`config.mk`:
```
export PLATFORM = sky130hd
export DESIGN_NAME = fir3_fg_top
export DESIGN_NICKNAME = d
export VERILOG_FILES = /design/src/rtl/fir3_pkg.sv /design/src/rtl/fir3_hist.sv /design/src/rtl/fir3_split_mul.sv /design/src/rtl/fir3_sum.sv /design/src/rtl/fir3_vld_pipe.sv /design/src/rtl/fir3_fg_top.sv
export SDC_FILE = /design/constraint.sdc
export NUM_CORES = 1
export LEC_CHECK = 0
export ABC_CLOCK_PERIOD_IN_PS = 5750
export CORE_AREA = 2 2 217 219
export CTS_CLUSTER_SIZE = 14
export DETAILED_ROUTE_END_ITERATION = 8
export DIE_AREA = 0 0 219 221
export DONT_BUFFER_PORTS = 1
export GPL_ROUTABILITY_DRIVEN = 0
export PLACE_DENSITY = 0.74
export SYNTH_ARGS = -nofsm -noshare
export SYNTH_HDL_FRONTEND = slang
export SYNTH_HIERARCHICAL = 1
export SYNTH_SLANG_ARGS = --single-unit
```
`constraint.sdc`:
```
create_clock -name clk -period 5.75 [get_ports clk]
set_input_delay 1.15 -clock clk [delete_from_list [all_inputs] [get_ports clk]]
set_output_delay 1.15 -clock clk [all_outputs]
set_load 0.01 [all_outputs]
```
`src/rtl/fir3_pkg.sv`:
```
`timescale 1ns/1ps
package fir3_pkg;
  // number of filter taps
  localparam int FIR_TAPS = 3;
  // register levels from input to output: partial product, full product,
  // first adder, second adder
  localparam int FIR_LAT  = 4;
endpackage

```
`src/rtl/fir3_hist.sv`:
```
`timescale 1ns/1ps
// Sample history: two delayed copies of the accepted input stream.
module fir3_hist #(
  parameter int DW = 12
) (
  input  logic                 clk,
  input  logic                 rst,
  input  logic                 in_vld,
  input  logic signed [DW-1:0] in_data,
  output logic signed [DW-1:0] tap0,
  output logic signed [DW-1:0] tap1,
  output logic signed [DW-1:0] tap2
);
  logic signed [DW-1:0] d1_q, d2_q;

  always_ff @(posedge clk) begin
    if (rst) begin
      d1_q <= '0;
      d2_q <= '0;
    end else if (in_vld) begin
      d1_q <= in_data;
      d2_q <= d1_q;
    end
  end

  assign tap0 = in_data;
  assign tap1 = d1_q;
  assign tap2 = d2_q;

  // a bubble leaves the history untouched
  p_hold_on_bubble_r3: assert property (@(posedge clk) disable iff (rst)
    !in_vld |=> ($stable(d1_q) && $stable(d2_q)));

  // an accepted sample shifts the history by one
  p_shift_on_accept_r1: assert property (@(posedge clk) disable iff (rst)
    in_vld |=> (d1_q == $past(in_data) && d2_q == $past(d1_q)));
endmodule

```
`src/rtl/fir3_split_mul.sv`:
```
`timescale 1ns/1ps
// Two-stage multiplier: the coefficient is cut into an unsigned low part
// and a signed high part; both partial products are registered, then
// shifted and summed in the second stage.
module fir3_split_mul #(
  parameter int DW = 12,
  parameter int CW = 10,
  parameter int LO = 5
) (
  input  logic                    clk,
  input  logic                    rst,
  input  logic signed [DW-1:0]    x,
  input  logic signed [CW-1:0]    coef,
  output logic signed [DW+CW-1:0] prod
);
  localparam int HI  = CW - LO;
  localparam int PLW = DW + LO + 1;
  localparam int PHW = DW + HI;
  localparam int PW  = DW + CW;

  logic signed [LO:0]    lo_ext;
  logic signed [HI-1:0]  hi_part;
  logic signed [PLW-1:0] pl_d, pl_q;
  logic signed [PHW-1:0] ph_d, ph_q;
  logic signed [PW-1:0]  prod_d, prod_q;

  assign lo_ext  = $signed({1'b0, coef[LO-1:0]});
  assign hi_part = $signed(coef[CW-1:LO]);
  assign pl_d    = PLW'(x) * PLW'(lo_ext);
  assign ph_d    = PHW'(x) * PHW'(hi_part);

  // stage m1: partial products
  always_ff @(posedge clk) begin
    if (rst) begin
      pl_q <= '0;
      ph_q <= '0;
    end else begin
      pl_q <= pl_d;
      ph_q <= ph_d;
    end
  end

  assign prod_d = (PW'(ph_q) <<< LO) + PW'(pl_q);

  // stage m2: recombined product
  always_ff @(posedge clk) begin
    if (rst) prod_q <= '0;
    else     prod_q <= prod_d;
  end

  assign prod = prod_q;

  // cycles since reset, saturating at the two-stage depth
  logic [1:0] age_q;
  always_ff @(posedge clk) begin
    if (rst)               age_q <= '0;
    else if (age_q != 2'd2) age_q <= age_q + 2'd1;
  end

  // recombined halves equal the full signed product two cycles on
  p_split_exact_r5: assert property (@(posedge clk) disable iff (rst)
    (age_q == 2'd2) |-> (prod_q == PW'($past(x, 2)) * PW'($past(coef, 2))));
endmodule

```
`src/rtl/fir3_sum.sv`:
```
`timescale 1ns/1ps
// Two-level registered adder tree for three products.
module fir3_sum #(
  parameter int PW = 22,
  parameter int OW = 24
) (
  input  logic                 clk,
  input  logic                 rst,
  input  logic signed [PW-1:0] p0,
  input  logic signed [PW-1:0] p1,
  input  logic signed [PW-1:0] p2,
  output logic signed [OW-1:0] y
);
  logic signed [OW-1:0] s01_q, p2_q, y_q;

  always_ff @(posedge clk) begin
    if (rst) begin
      s01_q <= '0;
      p2_q  <= '0;
      y_q   <= '0;
    end else begin
      s01_q <= OW'(p0) + OW'(p1);
      p2_q  <= OW'(p2);
      y_q   <= s01_q + p2_q;
    end
  end

  assign y = y_q;

  logic [1:0] age_q;
  always_ff @(posedge clk) begin
    if (rst)               age_q <= '0;
    else if (age_q != 2'd2) age_q <= age_q + 2'd1;
  end

  // the tree output is the sum of products seen two edges earlier
  p_tree_sum_r1: assert property (@(posedge clk) disable iff (rst)
    (age_q == 2'd2) |-> (y_q == $past(OW'(p0) + OW'(p1) + OW'(p2), 2)));
endmodule

```
`src/rtl/fir3_vld_pipe.sv`:
```
`timescale 1ns/1ps
// Valid flag delay line matching the data pipeline depth.
module fir3_vld_pipe #(
  parameter int DEPTH = 4
) (
  input  logic clk,
  input  logic rst,
  input  logic vld_in,
  output logic vld_out
);
  logic [DEPTH-1:0] sr_q;

  generate
    if (DEPTH == 1) begin : g_one
      always_ff @(posedge clk) begin
        if (rst) sr_q <= '0;
        else     sr_q <= vld_in;
      end
    end else begin : g_many
      always_ff @(posedge clk) begin
        if (rst) sr_q <= '0;
        else     sr_q <= {sr_q[DEPTH-2:0], vld_in};
      end
    end
  endgenerate

  assign vld_out = sr_q[DEPTH-1];
endmodule

```
`src/rtl/fir3_fg_top.sv`:
```
`timescale 1ns/1ps
// Fine-grain pipelined three-tap FIR filter.
module fir3_fg_top
  import fir3_pkg::*;
#(
  parameter  int DW = 12,
  parameter  int CW = 10,
  parameter  int LO = CW / 2,
  localparam int OW = DW + CW + 2
) (
  input  logic                 clk,
  input  logic                 rst,
  input  logic                 in_vld,
  input  logic signed [DW-1:0] in_data,
  input  logic signed [CW-1:0] coef_a,
  input  logic signed [CW-1:0] coef_b,
  input  logic signed [CW-1:0] coef_c,
  output logic                 out_vld,
  output logic signed [OW-1:0] out_data
);
  localparam int PW = DW + CW;

  logic signed [DW-1:0] tap  [FIR_TAPS];
  logic signed [CW-1:0] coef [FIR_TAPS];
  logic signed [PW-1:0] prod [FIR_TAPS];

  assign coef[0] = coef_a;
  assign coef[1] = coef_b;
  assign coef[2] = coef_c;

  fir3_hist #(.DW(DW)) u_hist (
    .clk     (clk),
    .rst     (rst),
    .in_vld  (in_vld),
    .in_data (in_data),
    .tap0    (tap[0]),
    .tap1    (tap[1]),
    .tap2    (tap[2])
  );

  generate
    for (genvar k = 0; k < FIR_TAPS; k++) begin : g_tap
      fir3_split_mul #(.DW(DW), .CW(CW), .LO(LO)) u_mul (
        .clk  (clk),
        .rst  (rst),
        .x    (tap[k]),
        .coef (coef[k]),
        .prod (prod[k])
      );
    end
  endgenerate

  fir3_sum #(.PW(PW), .OW(OW)) u_sum (
    .clk (clk),
    .rst (rst),
    .p0  (prod[0]),
    .p1  (prod[1]),
    .p2  (prod[2]),
    .y   (out_data)
  );

  fir3_vld_pipe #(.DEPTH(FIR_LAT)) u_vld (
    .clk     (clk),
    .rst     (rst),
    .vld_in  (in_vld),
    .vld_out (out_vld)
  );

  // cycles since reset, saturating at the pipeline depth
  logic [2:0] age_q;
  always_ff @(posedge clk) begin
    if (rst)                       age_q <= '0;
    else if (age_q != 3'(FIR_LAT)) age_q <= age_q + 3'd1;
  end

  // output valid follows input valid by exactly four edges
  p_vld_latency_r2: assert property (@(posedge clk) disable iff (rst)
    (age_q == 3'(FIR_LAT)) |-> (out_vld == $past(in_vld, 4)));

  // right after reset, nothing in flight can surface early
  p_no_early_vld_r7: assert property (@(posedge clk) disable iff (rst)
    (age_q < 3'(FIR_LAT)) |-> !out_vld);

  // a reset edge clears the outputs
  p_rst_clears_r4: assert property (@(posedge clk)
    rst |=> (!out_vld && out_data == '0));
endmodule

```
==> results <==
- In this run the number of H-tree levels came out at 1.
- dfxtp_1 takes more of the synthesized area than any other cell.
- Yosys mapped the design onto 86 distinct sky130hd cell types.
- The delay contributed by the slowest stage of the critical path is 0.55 ns.
- Ranked by instance count, the synthesized netlist is headed by 413 x inv_1, 287 x and2_1, 279 x ha_1.
- The beginning of the worst register-to-register path is u_hist/tap2[3].
- Clock-pin slew was measured on the worst setup and hold paths at 0.06 ns.
- For this design the total switching power over the nets is 2860 µW.
- The filler cells instantiated in the layout total 4105.
- The first detailed-routing pass ran for 5 iterations.
- The vias per cell is 5.50.
- The worst-skew pair later-pin latency is 0.58 ns.
- The detailed router's first-iteration violation count is 1051.
- The startpoint kind of the worst setup timing path is a primary input.
- The first global-routing pass estimated 91900 µm of wire.
- The kind of cell adding the most delay to the critical path is adder cells.
- In this run the critical register-to-register path is captured at g_tap[2].u_mul/ph_q[15].
- The number of antenna diodes in the final layout is 0.
- The start point of the worst hold path is g_tap[2].u_mul/prod[16].
- The analysis attributes to cell leakage a power of 0.0129 µW.
- The clock tree from TritonCTS is built.
- The mean post-synth cell area is 8.79 µm².
- The net count after synthesis is 3405.
- After synthesis, the largest area contributor takes up 21.4% of total cell area.
- The number of global-route vias before repair is 19000.
- Along the worst path, the maximum fanout reaches 12.
- The flow ran to the end, and the final reports show no timing, DRC or antenna violations.
- The number of buffers created by CTS is 29.
- The number of enable-type register cells in the synthesized netlist is 0.
- The setup violation total in the final timing report is 0.
- The shortest period the worst path allows is 4.36 ns.
- The critical path's slowest cell is fa_1.
- Buffers inserted to repair hold after CTS numbered 0.
- Across the VDD grid, the largest voltage drop is 0.000258 V.
- The remaining antenna violation count is 0.
- Measured on the finished design, the core utilization comes to 57.3%.
- The number of failing hold endpoints at the final stage is 0.
- The setup TNS is 0 ns.
- Once detailed placement completed, the half-perimeter wirelength came to 43200 µm.
- The slew at the pin with the worst max-slew slack is 0.748 ns.
- The number of stages on the worst hold path is 1.
- The area taken by flip-flops and latches is 5370 µm².
- The final worst clock skew is 0.0220 ns.
- Traced cell by cell, the critical path runs through inv_1 -> nor2_1 -> fa_1 -> fa_1 -> inv_1 -> fa_1 -> inv_1 -> ha_1 -> a21oi_1 -> nand2_1 -> o21a_1 -> a21o_1 -> a31oi_1 -> mux2_2.
- The maximum clock rate is 229 MHz.
- The residual DRC count is 0.
- Global routing consumed, over all layers together, 22.9% of the routing resources.
- The share of the Yosys chip area taken by registers is 21.4%.
- The share of power burned in registers is 32.0%.
- The die height is 221 µm.
- In the final routed layout, each cell accounts on average for 16.0 µm.
- In this run the power density over the cells is 290 nW/µm².
- Summing every instance area after synthesis gives 25100 µm².
- The post-route netlist has 3.39% of its cells at a drive strength greater than 1.
- In this run the worst hold path is classified as register to register.
- Yosys attributes the largest share of cell area to dfxtp_1 21%, fa_1 18%, ha_1 14%.
- Dividing the final minimum period by the clock period gives 75.9%.
- The clock tree root buffer cell is clkbuf_16.
- The effective utilization at floorplan is 54.4%.
- The initial antenna violation count was 0.
- The logic depth of the worst path, buffers included is 14.
- The final-stage net count is 3338.
- The detailed-route wire length is 54600 µm.
- The nature of the critical path endpoint is a register.
- Counting every sink on the clock net gives 268.
- The number of synthesis warnings is 6.
- The signed area change from the synthesized netlist to the final layout is 5.24%.
- The total I/O pin count is 70.
- After floorplanning, the core was divided into 79 placement rows.
- Setup repair after global routing left no endpoint under its margin.
- The async set-reset flop share out of synthesis is 0%.
- The floorplan step set the die width to 219 µm.
- Max-cap violations in this run came to 0.
- The setup check on the worst reg-to-reg path leaves a slack of 1.41 ns.
- The number of max-slew violations in the final report came to 0.
- In this run the tool buffered the top-level ports with 0 buffer cells.
- Combinational logic is responsible for 42.4% of the overall power.
- The number of flip-flops and latches in the synthesized netlist is 268.
- The share of power burned in the clock network is 25.6%.
- The path with the worst hold slack has its endpoint at u_sum/p2_q[16].
- The count of buffering cells on the critical path with inverters included is 3.
- The final global-route overflow total is 0.
- The multi-input combinational cells in the finished layout cover a total of 17700 µm².
- The final route contains 18800 vias.
- The number of post-CTS setup repair buffers is 0.
- The worst register-to-register path has a depth of 13.
- Entering global routing, the biggest net connects 305 pins.
- The internal power consumption is 4770 µW.
- Gates resized during post-CTS repair numbered 0.
- The area of the die is 48400 µm².
- The category of the critical setup timing path is primary input to register.
- The synthesized netlist cell count is 2851.
- The design draws 7640 µW.
- The worst endpoint data arrival time is 4.83 ns.
- For the worst setup path, the data required time is 6.22 ns.
- Of the total power, the share spent switching nets is 37.5%.
- The total area inside the core boundary comes to 46100 µm².
- The cell with the most instances after synthesis is inv_1.
- In this run the deepest clock path goes through 3 buffers.
- Headroom to the max-slew limit came out at 50.1%.
- The predominant post-synthesis flop cell is dfxtp_1.
-- worst register-to-register path, cell delays in order, from the launching register on --
cell      delay (ns)
dfxtp_1         0.79
and2_1          0.26
fa_1            0.41
fa_1            0.49
inv_1           0.05
fa_1            0.47
inv_1           0.04
ha_1            0.31
nor2b_1         0.18
o211ai_1        0.22
a21oi_1         0.13
o31a_1          0.31
a31oi_1         0.23
mux2_1          0.34
-- sequential cells by signal, summed over array words and instances, names as in the netlist --
signal and flops:
g_tap.u_mul/prod 66, g_tap.u_mul/pl_q 54, g_tap.u_mul/ph_q 51, u_sum/y 24
u_sum/s01_q 23, u_sum/p2_q 22, u_hist/tap1 12, u_hist/tap2 12
u_vld/sr_q 4
-- per-stage QoR --
step	hold slack [ns]	setup slack, ns	area (µm²)	instances
global route	0.447	1.16	26400	3413
global placement	0.419	0.933	25400	3360
detailed placement	0.420	0.807	25400	3360
finish	0.430	1.39	26400	3413
CTS	0.432	1.41	26400	3413
floorplan	0.414	0.864	25100	2851
-- power groups by stage --
stage / clock network, µW / logic (µW) / registers [µW]
2_1_floorplan: 0 / 2680 / 2370
3_3_place_gp: 0 / 3110 / 2480
3_5_place_dp: 0 / 3200 / 2490
4_1_cts: 2000 / 3230 / 2450
5_1_grt: 2060 / 3670 / 2480
6_report: 1950 / 3240 / 2440
-- routing by layer --
metal,vias to the layer above,part of all wire (%),global-route usage (%)
met3,92,4.9,2.82
met2,428,48,40.1
li1,9171,-,-
met4,0,3.2,6.84
met5,-,0,0
met1,9090,44,29.5
-- area by class of cell --
class,instances,share of cell area [%]
multi-input combinational,2070,67.0
sequential,268,20.3
inverter,414,5.89
clock buffer,36,3.00
tap,607,2.88
clock inverter,17,0.840
timing repair buffer,1,0.0285
-- placed cells by master (no fill, tap or decap), types with 24 or more instances in the layout --
master	count
nand2_1	110
xnor2_1	76
mux2i_1	24
nor3_1	49
and2_1	287
inv_1	413
ha_1	279
nor2b_1	94
o21a_1	30
clkbuf_16	29
fa_1	230
a21o_1	59
a211oi_1	34
a21oi_1	132
nor2_1	248
dfxtp_1	268
xor2_1	51
o21ai_0	72
-- worst max path at each step --
| stage | start | to | slack (ns) |
|---|---|---|---|
| 2_1_floorplan | in_data[11] | g_tap[0].u_mul/pl_q[17] | 0.86 |
| 3_3_place_gp | coef_b[9] | g_tap[1].u_mul/ph_q[16] | 0.93 |
| 3_5_place_dp | coef_a[9] | g_tap[0].u_mul/ph_q[14] | 0.81 |
| 4_1_cts | coef_a[9] | g_tap[0].u_mul/ph_q[14] | 1.41 |
| 5_1_grt | u_hist/tap1[6] | g_tap[1].u_mul/pl_q[16] | 1.16 |
| 6_report | coef_a[9] | g_tap[0].u_mul/ph_q[14] | 1.39 |
-- cell families (layout without fill, tap and decap cells) --
kind of cell / count (synthesis) / in the layout / synth area share [%]
simple gates: 920 / 920 / 19.5
buf+inv: 513 / 468 / 8.06
fa+ha+maj: 509 / 509 / 32.3
compound gates: 479 / 479 / 12.9
flops: 268 / 268 / 21.4
xor+xnor: 127 / 127 / 4.44
mux: 35 / 35 / 1.47
Note: power is estimated with default switching activity, not from simulation.
